<file path="config.mk">
export PLATFORM = sky130hd
export DESIGN_NAME = irq_poll_unit
export DESIGN_NICKNAME = d
export VERILOG_FILES = /design/src/rtl/irq_poll_pkg.sv /design/src/rtl/irq_ext_cell.sv /design/src/rtl/irq_aging_flag.sv /design/src/rtl/irq_prio_pick.sv /design/src/rtl/irq_poll_unit.sv
export SDC_FILE = /design/constraint.sdc
export NUM_CORES = 1
export LEC_CHECK = 0
export ABC_CLOCK_PERIOD_IN_PS = 1100
export CAP_MARGIN = 30
export CORE_ASPECT_RATIO = 1.4
export CORE_MARGIN = 1.5
export CORE_UTILIZATION = 48
export DETAILED_ROUTE_END_ITERATION = 12
export DONT_BUFFER_PORTS = 1
export PLACE_DENSITY = 0.65
export RECOVER_POWER = 25
export SYNTH_ARGS = -nofsm -noshare
export SYNTH_HDL_FRONTEND = slang
export SYNTH_SLANG_ARGS = --single-unit
export TNS_END_PERCENT = 10
</file>
<file path="constraint.sdc">
create_clock -name clk -period 1.1 [get_ports clk]
set_input_delay 0.055 -clock clk [delete_from_list [all_inputs] [get_ports clk]]
set_output_delay 0.055 -clock clk [all_outputs]
set_load 0.02 [all_outputs]
</file>
<file path="src/rtl/irq_poll_pkg.sv">
`timescale 1ns/1ps
package irq_poll_pkg;
   localparam int SRC_N   = 6;
   localparam int IDX_W   = 3;
   localparam int SLOT_SER = 4;
   localparam int SLOT_T2  = 5;
endpackage

</file>
<file path="src/rtl/irq_ext_cell.sv">
`timescale 1ns/1ps
// One external request pin: edge latch or level pass-through.
module irq_ext_cell (
   input  logic clk,
   input  logic rst_n,
   input  logic pin_n,
   input  logic edge_mode,
   input  logic clr,
   output logic req
);
   logic pin_d;
   logic lat_q;

   always_ff @(posedge clk) begin
      if (!rst_n) begin
         pin_d <= 1'b1;
         lat_q <= 1'b0;
      end else begin
         pin_d <= pin_n;
         if (!edge_mode)
            lat_q <= 1'b0;
         else if (pin_d && !pin_n)
            lat_q <= 1'b1;
         else if (clr)
            lat_q <= 1'b0;
      end
   end

   assign req = edge_mode ? lat_q : ~pin_n;


   edge_latch_chk: assert property (@(posedge clk) disable iff (!rst_n)
      (edge_mode && $fell(pin_n)) |=> (req || !edge_mode));
endmodule

</file>
<file path="src/rtl/irq_aging_flag.sv">
`timescale 1ns/1ps
// Sticky event flag; LATE variant becomes pollable one tick after it is set.
module irq_aging_flag #(
   parameter bit LATE = 1'b1
) (
   input  logic clk,
   input  logic rst_n,
   input  logic set,
   input  logic clr,
   input  logic tick,
   output logic vis
);
   logic flag_q;

   always_ff @(posedge clk) begin
      if (!rst_n) flag_q <= 1'b0;
      else        flag_q <= set | (flag_q & ~clr);
   end

   generate
      if (LATE) begin : g_late
         logic aged_q;
         always_ff @(posedge clk) begin
            if (!rst_n)    aged_q <= 1'b0;
            else if (clr)  aged_q <= 1'b0;
            else if (tick) aged_q <= flag_q;
         end
         assign vis = flag_q & aged_q;


         late_vis_chk: assert property (@(posedge clk) disable iff (!rst_n)
            $rose(flag_q) |-> !vis);
      end else begin : g_early
         logic unused_tick;
         assign unused_tick = tick;
         assign vis = flag_q;
      end
   endgenerate


   sticky_chk: assert property (@(posedge clk) disable iff (!rst_n)
      (vis && !clr) |=> vis);
endmodule

</file>
<file path="src/rtl/irq_prio_pick.sv">
`timescale 1ns/1ps
// Fixed priority: lowest set index wins.
module irq_prio_pick #(
   parameter int N = 6,
   parameter int W = 3
) (
   input  logic [N-1:0] vec,
   output logic         any,
   output logic [W-1:0] idx
);
   initial begin
      width_fit_chk: assert ((1 << W) >= N) else $error("index width too small");
   end

   always_comb begin
      idx = '0;
      for (int i = N - 1; i >= 0; i--) begin
         if (vec[i]) idx = W'(i);
      end
   end

   assign any = |vec;


   always_comb begin
      if (any) pick_hit_chk: assert (vec[idx]);
   end
endmodule

</file>
<file path="src/rtl/irq_poll_unit.sv">
`timescale 1ns/1ps
module irq_poll_unit #(
   parameter int EN_W       = 8,
   parameter int GLOBAL_BIT = 7,
   parameter int RSVD_BIT   = 6,
   parameter int EXT_N      = 2
) (
   input  logic                               clk,
   input  logic                               rst_n,
   input  logic                               mc_tick,
   input  logic                               en_we,
   input  logic [EN_W-1:0]                    en_wdata,
   output logic [EN_W-1:0]                    en_rdata,
   input  logic [EXT_N-1:0]                   ext_n,
   input  logic [EXT_N-1:0]                   ext_edge,
   input  logic                               t0_ovf,
   input  logic                               t1_ovf,
   input  logic                               t2_ovf,
   input  logic                               t2_exf,
   input  logic [1:0]                         t2_clr,
   input  logic                               ser_ri,
   input  logic                               ser_ti,
   output logic                               irq_req,
   output logic [irq_poll_pkg::IDX_W-1:0]     irq_idx,
   input  logic                               irq_ack,
   input  logic                               irq_ret,
   output logic [irq_poll_pkg::SRC_N-1:0]     flag_clr
);
   localparam int SRC_N = irq_poll_pkg::SRC_N;
   localparam int IDX_W = irq_poll_pkg::IDX_W;
   localparam logic [EN_W-1:0] EN_MASK = ~({{(EN_W-1){1'b0}}, 1'b1} << RSVD_BIT);
   localparam logic [SRC_N-1:0] ONE_HOT0 = {{(SRC_N-1){1'b0}}, 1'b1};

   initial begin
      en_width_chk:  assert (EN_W == 8) else $error("enable register must be 8 bits");
      global_pos_chk: assert (GLOBAL_BIT == EN_W - 1) else $error("global enable must be the MSB");
      rsvd_pos_chk:  assert (RSVD_BIT == SRC_N) else $error("reserved bit must sit above the source bits");
      ext_count_chk: assert (EXT_N == 2) else $error("two external sources expected");
   end

   logic [EN_W-1:0]  en_q;
   logic             ea;
   logic [SRC_N-1:0] vis;
   logic [SRC_N-1:0] clr_vec;
   logic [SRC_N-1:0] masked;
   logic [SRC_N-1:0] auto_m;
   logic [SRC_N-1:0] idx_hot;
   logic             pick_any;
   logic [IDX_W-1:0] pick_idx;
   logic             req_q;
   logic [IDX_W-1:0] idx_q;
   logic             busy_q;
   logic             ack_fire;
   logic [1:0]       tmr_set;
   logic [1:0]       t2_set;
   logic [1:0]       t2_vis;

   // enable register
   always_ff @(posedge clk) begin
      if (!rst_n)     en_q <= '0;
      else if (en_we) en_q <= en_wdata & EN_MASK;
   end
   assign en_rdata = en_q;
   assign ea       = en_q[GLOBAL_BIT];

   // source flags
   generate
      for (genvar g = 0; g < EXT_N; g++) begin : g_ext
         irq_ext_cell u_cell (
            .clk       (clk),
            .rst_n     (rst_n),
            .pin_n     (ext_n[g]),
            .edge_mode (ext_edge[g]),
            .clr       (clr_vec[2*g]),
            .req       (vis[2*g])
         );
      end
   endgenerate

   assign tmr_set = {t1_ovf, t0_ovf};
   generate
      for (genvar g = 0; g < 2; g++) begin : g_tmr
         irq_aging_flag #(.LATE(1'b1)) u_flag (
            .clk   (clk),
            .rst_n (rst_n),
            .set   (tmr_set[g]),
            .clr   (clr_vec[2*g+1]),
            .tick  (mc_tick),
            .vis   (vis[2*g+1])
         );
      end
   endgenerate

   assign t2_set = {t2_exf, t2_ovf};
   generate
      for (genvar g = 0; g < 2; g++) begin : g_t2
         irq_aging_flag #(.LATE(1'b0)) u_flag (
            .clk   (clk),
            .rst_n (rst_n),
            .set   (t2_set[g]),
            .clr   (t2_clr[g]),
            .tick  (mc_tick),
            .vis   (t2_vis[g])
         );
      end
   endgenerate

   assign vis[irq_poll_pkg::SLOT_SER] = ser_ri | ser_ti;
   assign vis[irq_poll_pkg::SLOT_T2]  = |t2_vis;

   // poll and arbitration
   assign masked = vis & en_q[SRC_N-1:0];

   irq_prio_pick #(.N(SRC_N), .W(IDX_W)) u_pick (
      .vec (masked),
      .any (pick_any),
      .idx (pick_idx)
   );

   assign irq_req  = req_q & ea;
   assign irq_idx  = idx_q;
   assign ack_fire = irq_ack & irq_req;

   always_ff @(posedge clk) begin
      if (!rst_n) begin
         req_q  <= 1'b0;
         idx_q  <= '0;
         busy_q <= 1'b0;
      end else if (ack_fire) begin
         req_q  <= 1'b0;
         busy_q <= 1'b1;
      end else begin
         if (irq_ret) busy_q <= 1'b0;
         if (mc_tick && !req_q && !busy_q && ea) begin
            req_q <= pick_any;
            idx_q <= pick_idx;
         end
      end
   end

   // hardware flag clearing on acknowledge
   assign auto_m   = {2'b00, 1'b1, ext_edge[1], 1'b1, ext_edge[0]};
   assign idx_hot  = ONE_HOT0 << idx_q;
   assign clr_vec  = ack_fire ? (idx_hot & auto_m) : '0;
   assign flag_clr = clr_vec;


   idx_range_chk: assert property (@(posedge clk) disable iff (!rst_n)
      irq_req |-> (irq_idx < 3'd6));

   ack_drop_chk: assert property (@(posedge clk) disable iff (!rst_n)
      (irq_req && irq_ack) |=> !irq_req);

   busy_quiet_chk: assert property (@(posedge clk) disable iff (!rst_n)
      (busy_q && !irq_ret) |=> !irq_req);

   req_hold_chk: assert property (@(posedge clk) disable iff (!rst_n)
      (irq_req && !irq_ack && !en_we) |=> (irq_req && $stable(irq_idx)));

   clr_only_on_ack_chk: assert property (@(posedge clk) disable iff (!rst_n)
      (|flag_clr) |-> (irq_ack && irq_req && $onehot0(flag_clr)));
endmodule

</file>
==> qor.yml <==
synth_cells: 111
gp_congestion: 0.861
critPathArrivalTime_ns: 1.58
dieArea_um2: 2620
period_share_pct: 124
finalHoldViolations: 0
die_h_um: 60.0
viasPerCell: 5.55
clock_latency_ns: 0.32
overflow: 0
firstDrtPassIters: 4
p_comb_share_pct: 15.9
hold_slack_ns: 0.0327
numPortBuffers: 0
wl_um: 2790
synth_top_area_cell: "dfxtp_1"
grt_first_pass_wirelength_um: 4280
drt_iter0_drc: 20
power.leakage_nw: 0.691
grt_pass1_vias: 993
r2r_cells: 5
outcome: "finished with violations"
rows: 20
cts_tree: "yes"
syn-cell-area_um2: 1110
rsz0062_at_grt: "yes"
cts-root-buf: "clkbuf_4"
cts.sinks: 22
holdPathStages: 3
cts-buffers-inserted: 3
peakVddDrop_v: 0.000806
cts.clk_slew.worst_paths_ns: 0.13
synth_seq_cells: 22
internal_power_mw: 1.36
area_delta_synth_final_pct: 48.5
die_w_um: 43.7
cts_max_level: 1
clkPwrFrac_pct: 35.4
final_design_area_no_fill_um2: 1650
track_usage_pct: 22.1
ys_seq_area_share_pct: 39.6
fmax_mhz: 731
core-area_um2: 2180
avgSynthCellArea_um2: 10.0
maxSlewViolCount: 0
drc_errors: 0
n_antenna_cell: 0
yosys-top-cells-area: "dfxtp_1, mux2i_1, nor2b_1, buf_4, o21a_1"
crit_required_ns: 1.31
start_util_pct: 51.1
path_max_fanout: 4
p_seq_share_pct: 48.7
max_cap_violations: 0
wl_per_cell_um: 15.7
slew_headroom_pct: 54.3
final.fill_count: 155
antenna_left: 0
final.setup.worst_slack_ns: -0.268
io_pins: 44
yosys.cell_types.count: 43
grt_max_degree: 21
critPathLaunchType: "flop"
detailed_place_hpwl_um: 1830
finalSetupViolCount: 11
netSwitchingFraction_pct: 22.9
end_kind: "flop"
violations: "setup timing"
layout_common_cells: "dlygate4sd3_1, buf_4, dfxtp_1"
fin_crit_ns: 1.37
cts_buffer_depth: 2
tightest_slew_ns: 0.686
synth.top_cell.area_share_pct: 39.6
fin_worst_skew_ns: 0.0106
nets: 182
critPathKind: "reg -> reg"
p_sw_uw: 403
ys_warn_count: 0
hold_path_class: "in -> reg"
antenna_found_initial: 0
power_mw: 1.76
drive_gt1_share_pct: 36.8
powerDensity_nw_per_um2: 1060
placed_area_um2: 1230
num_vias: 983
## worst paths after layout
check	start	endpoint	slack (ns)
worst max-delay path	irq_idx[2]	g_ext[1].u_cell.lat_q	-0.27
worst min-delay path	ext_edge[0]	g_ext[0].u_cell.lat_q	0.03
worst max register to register	irq_idx[2]	g_ext[1].u_cell.lat_q	-0.27
worst min register to register	g_ext[0].u_cell.lat_q	g_ext[0].u_cell.lat_q	0.47
## cells by family (layout without fill, tap and decap cells)
kind of cell | Yosys count | after routing | share of synthesized area, %
muxes | 9 | 9 | 8.10
AOI/OAI and AO/OA | 24 | 24 | 17.9
other | 1 | 3 | 0.337
DFF | 22 | 22 | 39.6
buffers and inverters | 14 | 56 | 7.87
and+or+nand+nor | 41 | 41 | 26.2
## metal layers
metal  global-route usage [%]  part of all wire (%)
met1                     25.5                    39
met2                     39.3                    54
met3                     3.93                   5.7
met4                     9.09                   1.6
met5                        0                     0
## synthesized netlist by cell type (all sizes together)
| library cell | count |
|---|---|
| dfxtp | 22 |
| nor2b | 10 |
| buf | 9 |
| mux2i | 9 |
| nand2b | 9 |
| o21a | 6 |
| a31oi | 4 |
| and3 | 4 |
| nand3 | 4 |
| inv | 3 |
| o41ai | 3 |
| a31o | 2 |
| and4b | 2 |
| clkbuf | 2 |
| nand2 | 2 |
| nor3b | 2 |
| nor4 | 2 |
| a211oi | 1 |
| a21boi | 1 |
| a21oi | 1 |
| a41oi | 1 |
| and2 | 1 |
| and4 | 1 |
| and4bb | 1 |
| conb | 1 |
| nand4bb | 1 |
| nor2 | 1 |
| nor3 | 1 |
| o211a | 1 |
| o211ai | 1 |
| o21ai | 1 |
| o31ai | 1 |
| o41a | 1 |
## sequential cells by signal (all words and copies together) (netlist names)
name                        flops
busy_q                          1
en_rdata                        7
g_ext.u_cell.lat_q              2
g_ext.u_cell.pin_d              2
g_t2.u_flag.vis                 2
g_tmr.u_flag.flag_q             2
g_tmr.u_flag.g_late.aged_q      2
irq_idx                         3
req_q                           1
## metrics by stage
| stage | setup WS, ns | TNS [ns] | util [%] | cells |
|---|---|---|---|---|
| 2_1_floorplan | -0.0626 | -0.162 | - | 113 |
| 3_3_place_gp | -0.0330 | -0.0994 | 56.4 | 144 |
| 3_5_place_dp | -0.0593 | -0.185 | 56.4 | 144 |
| 4_1_cts | -0.265 | -2.04 | 72.6 | 176 |
| 5_1_grt | -0.327 | -2.26 | 75.9 | 177 |
| 6_report | -0.268 | -1.77 | 75.9 | 177 |
## power groups by stage
| stage | combinational, mW | clock, mW | sequential [mW] |
|---|---|---|---|
| 2_1_floorplan | 0.131 | 0 | 0.896 |
| 6_report | 0.279 | 0.622 | 0.857 |
| 3_5_place_dp | 0.183 | 0 | 0.878 |
| 5_1_grt | 0.302 | 0.665 | 0.863 |
| 4_1_cts | 0.266 | 0.630 | 0.858 |
| 3_3_place_gp | 0.178 | 0 | 0.876 |
## layout make-up
type / instances / area, µm² / area share, %
multi-input cells: 77 / 664 / 40.2
flip-flops and latches: 22 / 458 / 27.7
repair buffers: 49 / 438 / 26.5
clock inverters: 1 / 30.0 / 1.82
well taps: 22 / 27.5 / 1.67
clock buffers: 3 / 22.5 / 1.36
inverters: 3 / 11.3 / 0.682
## worst max-delay path, cell delays in order (launching register included)
cell and delay, ns:
dfxtp_4 0.38, and4b_2 0.31, buf_4 0.11, buf_4 0.10
a41oi_1 0.12, o211a_1 0.24
## timing repair
item | 4_1_cts | 5_1_grt
buffers inserted | 5 | 0
hold buffers | 23 | 1
pin swaps | 5 | 4
gates resized for setup | 12 | 12
endpoints found under the hold margin | 22 | 1
endpoints found under the setup margin | 12 | 15
gates cloned | 0 | 0
Note: power is estimated with default switching activity, not from simulation.
